<file path="config.mk">
export PLATFORM = sky130hd
export DESIGN_NAME = f64_to_f32_narrow
export DESIGN_NICKNAME = d
export VERILOG_FILES = /design/src/rtl/narrow_pkg.sv /design/src/rtl/narrow_classify.sv /design/src/rtl/narrow_direct.sv /design/src/rtl/narrow_denorm.sv /design/src/rtl/f64_to_f32_narrow.sv
export SDC_FILE = /design/constraint.sdc
export NUM_CORES = 1
export LEC_CHECK = 0
export ABC_AREA = 1
export BUFFER_PORTS_ARGS = -buffer_cell sky130_fd_sc_hd__buf_2
export CAP_MARGIN = 30
export CORE_ASPECT_RATIO = 1.2
export CORE_MARGIN = 5
export CORE_UTILIZATION = 45
export CTS_BUF_LIST = sky130_fd_sc_hd__clkbuf_2 sky130_fd_sc_hd__clkbuf_4 sky130_fd_sc_hd__clkbuf_8
export DETAILED_ROUTE_END_ITERATION = 12
export GPL_TIMING_DRIVEN = 0
export PLACE_DENSITY = 0.73
export REMOVE_ABC_BUFFERS = 1
export SLEW_MARGIN = 10
export SYNTH_ARGS = -nofsm -noshare
export SYNTH_HDL_FRONTEND = slang
export SYNTH_HIERARCHICAL = 1
export SYNTH_SLANG_ARGS = --single-unit
</file>
<file path="constraint.sdc">
create_clock -name clk -period 2.7 [get_ports clk]
set_input_delay 0.675 -clock clk [delete_from_list [all_inputs] [get_ports clk]]
set_output_delay 0.675 -clock clk [all_outputs]
set_load 0.02 [all_outputs]
</file>
<file path="src/rtl/narrow_pkg.sv">
package narrow_pkg;
    localparam int WIDE_W   = 64;
    localparam int NARROW_W = 32;
    localparam int WEXP_W   = 11;
    localparam int WFRAC_W  = 52;
    localparam int NEXP_W   = 8;
    localparam int NFRAC_W  = 23;
    localparam int WBIAS    = 1023;
    localparam int NBIAS    = 127;
    localparam int SIG_W    = WFRAC_W + 1;
    localparam int DROP_W   = WFRAC_W - NFRAC_W;
    localparam int NMIN_UNB = 1 - NBIAS;
    localparam int DEN_HI   = WBIAS + NMIN_UNB - 1;
    localparam int DEN_LO   = DEN_HI - NFRAC_W + 1;
    localparam int SHIFT_W  = $clog2(NFRAC_W + 1);

    typedef enum logic [1:0] {
        CLS_DIRECT = 2'd0,
        CLS_DENORM = 2'd1,
        CLS_ZERO   = 2'd2
    } cls_e;

    typedef struct packed {
        logic               sign;
        logic [WEXP_W-1:0]  exp;
        logic [WFRAC_W-1:0] frac;
    } wide_t;

    typedef struct packed {
        logic               sign;
        logic [NEXP_W-1:0]  exp;
        logic [NFRAC_W-1:0] frac;
    } narrow_t;

    function automatic logic [SHIFT_W-1:0] denorm_shift(input logic [WEXP_W-1:0] e);
        logic [WEXP_W:0] diff;
        diff = (WEXP_W+1)'(DEN_HI + 1) - {1'b0, e};
        return diff[SHIFT_W-1:0];
    endfunction
endpackage

</file>
<file path="src/rtl/narrow_classify.sv">
module narrow_classify
    import narrow_pkg::*;
(
    input  wide_t w,
    output cls_e  cls
);
    logic rest_zero;
    logic above;
    logic in_band;

    always_comb begin
        rest_zero = ({w.exp, w.frac} == '0);
        above     = ({1'b0, w.exp} > (WEXP_W+1)'(DEN_HI));
        in_band   = ({1'b0, w.exp} >= (WEXP_W+1)'(DEN_LO)) && !above;
        if (above || rest_zero)
            cls = CLS_DIRECT;
        else if (in_band)
            cls = CLS_DENORM;
        else
            cls = CLS_ZERO;
    end
endmodule

</file>
<file path="src/rtl/narrow_direct.sv">
module narrow_direct
    import narrow_pkg::*;
(
    input  wide_t   w,
    output narrow_t n
);
    always_comb begin
        n.sign = w.sign;
        n.exp  = {w.exp[WEXP_W-1], w.exp[NEXP_W-2:0]};
        n.frac = w.frac[WFRAC_W-1 -: NFRAC_W];
    end
endmodule

</file>
<file path="src/rtl/narrow_denorm.sv">
module narrow_denorm
    import narrow_pkg::*;
(
    input  wide_t   w,
    output narrow_t n
);
    logic [SHIFT_W-1:0] sh;
    logic [SIG_W-1:0]   sig;
    logic [SIG_W-1:0]   shifted;

    always_comb begin
        sh      = denorm_shift(w.exp);
        sig     = {1'b1, w.frac};
        shifted = sig >> sh;
        n.sign  = w.sign;
        n.exp   = '0;
        n.frac  = shifted[WFRAC_W-1 -: NFRAC_W];
    end
endmodule

</file>
<file path="src/rtl/f64_to_f32_narrow.sv">
module f64_to_f32_narrow
    import narrow_pkg::*;
(
    input  logic                clk,
    input  logic                rst,
    input  logic                in_valid,
    input  logic [WIDE_W-1:0]   in_word,
    output logic                out_valid,
    output logic [NARROW_W-1:0] out_word
);
    wide_t   w;
    cls_e    cls;
    narrow_t n_direct;
    narrow_t n_denorm;
    narrow_t n_sel;

    assign w = wide_t'(in_word);

    narrow_classify u_cls (.w(w), .cls(cls));
    narrow_direct   u_dir (.w(w), .n(n_direct));
    narrow_denorm   u_den (.w(w), .n(n_denorm));

    always_comb begin
        unique case (cls)
            CLS_DIRECT: n_sel = n_direct;
            CLS_DENORM: n_sel = n_denorm;
            default:    n_sel = '0;
        endcase
    end

    always_ff @(posedge clk) begin
        if (rst) begin
            out_valid <= 1'b0;
            out_word  <= '0;
        end else begin
            out_valid <= in_valid;
            if (in_valid)
                out_word <= n_sel;
        end
    end
endmodule

</file>
Word-level counts from Yosys, hierarchy flattened
Index checks and enable logic that the tools add are counted.
{ "word_totals": {"mem_bits_rw": 0, "out_inout_bits": 33, "rom_bits": 0, "latch_bits": 0, "elab_cells": 15, "n_memories": 0, "ff_bits": 33, "in_bits": 67} }
{ "classes": {"n_mux": 3, "bitwise": 0, "multipliers": 0, "eq_ne": 1, "magnitude_cmp": 2, "div_mod_pow": 0, "add_sub_neg": 1, "shifts": 1, "n_reduce_logical": 5} }
{ "op_table": {"columns": ["cell", "n"], "rows": [
  ["one-hot mux 32 bit (2 select lines)", 1],
  ["zero test 63 bit", 1],
  ["right shift 53 x 5 -> 52 bit", 1],
  [">= comparator 11 x 10 -> 1 bit (second input constant)", 1],
  ["greater-than comparator 11 x 10 -> 1 bit (second input constant)", 1],
  ["subtractor 1 x 5 -> 5 bit (first input constant)", 1],
  ["2-to-1 mux 2 bit", 2],
  ["equality test 2 x 1 -> 1 bit (second input constant)", 1],
  ["zero test 2 bit", 1],
  ["logical AND 1 bit", 1],
  ["zero test 1 bit", 1],
  ["logical OR 1 bit", 1]
]} }

Depth between registers and ports, before layout
{ "logic_depth": {"ltp_word": 7, "ltp_mapped": 15, "ltp_nobuf": 13} }

Hierarchy
The synthesis kept the hierarchy.
{ "modules_own_cells": {"columns": ["module", "n_inst", "area_per_inst_um2", "seq_area_each_um2", "cells_per_inst"], "rows": [
  ["f64_to_f32_narrow", 1, 1948.1, 660.6, 282],
  ["narrow_denorm", 1, 1300.0, 0.0, 266],
  ["narrow_classify", 1, 339.1, 0.0, 81],
  ["narrow_direct", 1, 240.2, 0.0, 32]
]} }

Least setup slack after synthesis
Ideal clock, no wire load.
{ "synth_path": {"path_kind": "input -> register", "from": "input port in_word[53]", "to": "register out_word[0]", "required_time_ns": 2.644, "slack_ns": 0.440, "n_path_buf": 2, "arrival_time_ns": 2.204, "path_stages": 13, "setup_ns": 0.056, "cell_sequence": "inv_2 buf_2 ha_1 inv_1 clkbuf_1 nand3_1 nand3_1 nand3_1 nand2_1 nand3_2 nand3_1 nand2_1 inv_1"} }
{ "synth_rtl": {"columns": ["element", "line_no", "rtl"], "rows": [
  ["from (decl)", "f64_to_f32_narrow.sv:7", "input logic [WIDE_W-1:0] in_word,"],
  ["to (signal assigned)", "f64_to_f32_narrow.sv:38", "out_word <= n_sel;"],
  ["to (decl)", "f64_to_f32_narrow.sv:9", "output logic [NARROW_W-1:0] out_word"]
]} }

==> impl.org <==
** Die
- The die covers 10460 um^2.
- Die Height :: 111.0 um
- The initial utilization of the core area, before any placement, comes to 46.69%.
- Core Rows :: 36
- Die Wd :: 94.19 um
- Number of top-level pins :: 100
- Core area :: 8198 um^2

** Synthesis
- Counting flops with a built-in enable in the synthesized netlist gives 0.
- Number of standard cells after synthesis :: 661
- Primary FF master, synth :: sky130_fd_sc_hd__dfxtp_1
- Biggest area consumer among synthesized cells :: sky130_fd_sc_hd__nand3_1
- Async set-or-reset flop fraction in the synthesized netlist :: 0%
- By area the synthesized netlist is led by sky130_fd_sc_hd__nand3_1 20%, sky130_fd_sc_hd__dfxtp_1 17%, sky130_fd_sc_hd__nand2_1 16%, sky130_fd_sc_hd__nor2_1 12%, sky130_fd_sc_hd__buf_4 9.8%.
- Counting instances in the post-synthesis netlist gives the leading cell types as 167 x sky130_fd_sc_hd__nand2_1, 150 x sky130_fd_sc_hd__nand3_1, 122 x sky130_fd_sc_hd__nor2_1.
- During synthesis, Yosys emitted a total of 6 warnings.
- Post-synthesis sequential element count :: 33
- The top cell type by area accounts for 19.61% of the synthesized area.
- In this run the cell area of the synthesized design comes to 3827 um^2.
- Sequential cells were found to cover 17.26% of the synthesized design area.
- Post-synthesis average cell area :: 5.790 um^2
- Post-synthesis cell type count :: 34
- By instance count, the leading cell after synthesis is sky130_fd_sc_hd__nand2_1.

** Hold path
- Hold endpoint :: out_word[14]
- Hold path depth :: 4
- The path class of the tightest hold or removal check is reg -> reg.
- In this run the most critical hold path is launched from out_word[14].

** Timing
- Post-layout min period :: 2.522 ns
- At the pin with the least slew margin, the transition time is 0.6819 ns.
- Setup violations remaining at the end of the flow were counted as 0.
- Hold timing on the final database bottoms out at a slack of 0.5500 ns.
- Final worst path period share :: 93.41%
- The number of hold violations in the final report came to 0.
- Headroom to the max-slew limit came out at 54.54%.
- Max Clock Skew :: 0 ns
- Final count of pins violating max slew :: 0
- Setup repair after global routing missed its margin :: no
- Fmax achieved :: 0.3965 GHz
- Total negative slack :: 0 ns

** Cells and area
- Measured on the finished design, the core utilization comes to 50.72%.
- Final #Nets :: 769
- Growth of design area from synthesis to finish :: 8.630%
- 0 antenna diodes ended up in the layout.
- Of the cells placed in the final design, the portion with a size suffix greater than 1 is 23.22%.
- The layout has 905 filler cells.

** GRT
- Largest net degree at the start of global routing :: 34
- Vias in the first global route :: 4079
- After global routing the overflow that remains totals 0.
- The first global-routing pass estimated 18050 um of wire.
- Antenna violations before repair :: 0
- For this run, the total global-route usage over all layers was measured as 20.60%.

** Critical path
- Max Fanout on Critical Path :: 27
- STA puts the critical path data required time at 2.96 ns.
- Family with the most delay on the worst path :: buffers and inverters
- Register-to-Register Setup Slack :: 2.02 ns
- The worst register-to-register path begins at out_word[28].
- Slowest cell on crit path :: sky130_fd_sc_hd__xor2_4
- The worst setup path is captured at a flip-flop.
- Startpoint Class :: input pin
- Biggest cell delay along the critical path :: 0.42 ns
- The endpoint identified for the worst register-to-register timing path is out_word[28].
- Walking the worst path, the cells encountered are buf_4 -> inv_4 -> ha_4 -> xor2_4 -> buf_8 -> inv_2 -> nor4_1 -> nand3_1 -> nand3_1 -> nand2_1 -> inv_1.
- The cell that appears most often on the critical path is sky130_fd_sc_hd__nand3_1.
- The number of buffers and inverters on the critical path is 5.
- Classification of the worst setup path :: in -> reg
- STA puts the critical path data arrival time at 2.78 ns.
- Worst Reg2Reg Path Length in Cells :: 4

** Detailed routing
- For this run, the detailed router's first-pass iteration total came to 5.
- The final layout contains routed wiring with a total length of 10790 um.
- Initial detailed-routing violation count :: 410
- Post-DRT Antenna Nets :: 0
- In the final routed layout, each cell accounts on average for 13.22 um.
- In the routed layout, each cell is associated on average with a via count of 5.129.
- For this run, design rule violations remaining after detail routing come to 0.
- The detailed router placed 4185 vias in this run.

** Power and ir drop
- Switching part of the total power :: 39.45%
- In this run, the combinational gates consume 39.1% of the power.
- Summed over all nets, the switching power comes to 668.0 uW.
- Across the VDD grid, the largest voltage drop is 0.2072 mV.
- For this design the ratio of total power to cell area is 407.3 nW/um^2.
- Leakage power of the design :: 0.002173 uW
- Of the total power, registers draw 31.5%.
- Clock share of power :: 29.4%
- Cell-internal power :: 1025 uW

** Clocking
- CTS tree :: done
- CTS saw 33 sinks.
- After clock tree synthesis, the clock-pin slew on the worst setup and hold paths is 0.08 ns.
- The clock passes through at most 2 buffers.
- Number of H-tree levels :: 2
- CTS placed an instance of sky130_fd_sc_hd__clkbuf_8 at the clock tree root.
- In this run, CTS created clock tree buffers numbering 5.
- Worst-skew pair later-pin latency :: 0.30 ns

** Placed design
- GP Congestion :: 0.8556
- Half-perimeter wire length after detailed placement :: 7699 um
- Input/output buffers :: 99

** Outcome
- Run status :: finished clean

** Run
- Across the run, the number of max-cap violations was 0.
worst min-delay path, delay by kind of cell, from the launching register on:
kind | cells | cell delay (ns)
flip-flops | 1 | 0.31
AND/OR/NAND/NOR | 3 | 0.17
buffers and inverters | 1 | 0.03
layout by cell type, fill, tap and decap left out, drive strengths merged, types with 3 or more instances in the layout:
master	n
nor2	127
conb	8
dfxtp	33
nand3	171
buf	105
nand2	175
clkbuf	6
clkinvlp	3
nand4	4
a21oi	7
o21ai	5
inv	44
worst max-delay path by stage:
stage	from	endpoint	slack, ns	cells past startpoint
floorplan	in_word[53]	out_word[18]	-1.17	11
global placement	in_word[53]	out_word[18]	-2.32	11
detailed placement	in_word[53]	out_word[12]	-1.09	12
CTS	in_word[52]	out_word[17]	0.18	13
global route	in_word[52]	out_word[18]	0.003	13
finish	in_word[53]	out_word[22]	0.18	11
state kept, by name, indices dropped and copies added (netlist names):
signal / cells
out_word: 32
out_valid: 1
timing repair:
item	4_1_cts	5_1_grt
hold buffers	0	0
endpoints found under the setup margin	23	27
cloned	1	1
buffers inserted	0	3
gates resized for setup	9	2
pin swaps	1	2
metrics by stage:
stage / total power (uW) / cell area [um^2] / setup WS, ns / instances
floorplan: 944.2 / 3206 / -1.171 / 586
CTS: 1688 / 4104 / 0.1786 / 812
finish: 1693 / 4158 / 0.1778 / 816
global placement: 1149 / 3844 / -2.323 / 799
global route: 1813 / 4158 / 0.003383 / 816
detailed placement: 1170 / 3935 / -1.088 / 803
kinds of logic after synthesis:
group	synth area share [%]
compound gates	2.419
xor+xnor	0.8499
other cells	0.09798
buf+inv	21.41
flops	17.26
simple gates	57.63
fa+ha+maj	0.3269
area by class of cell:
type | instances | area [um^2] | area share (%)
repair inverters | 1 | 7.507 | 0.1806
clock buffers | 5 | 68.82 | 1.655
repair buffers | 106 | 620.6 | 14.93
well taps | 114 | 142.6 | 3.431
clock inverters | 3 | 46.29 | 1.113
multi-input cells | 509 | 2431 | 58.47
flip-flops and latches | 33 | 660.6 | 15.89
inverters | 45 | 180.2 | 4.333
metal layers:
layer  global-route usage [%]  wire, um  vias to the layer above
met5                        0         0                        -
met4                    8.863       264                        0
met3                    3.123       642                       24
met2                    36.17      5528                      154
met1                    24.32      4354                     1864
li1                         -         -                     2143
power by group through the flow:
stage / Sequential (uW) / Clock (uW) / Combinational, uW
2_1_floorplan: 587 / 0 / 357
3_3_place_gp: 545 / 0 / 605
3_5_place_dp: 546 / 0 / 624
4_1_cts: 535 / 511 / 642
5_1_grt: 539 / 530 / 744
6_report: 534 / 497 / 662
Power figures use the tool's default switching activity.
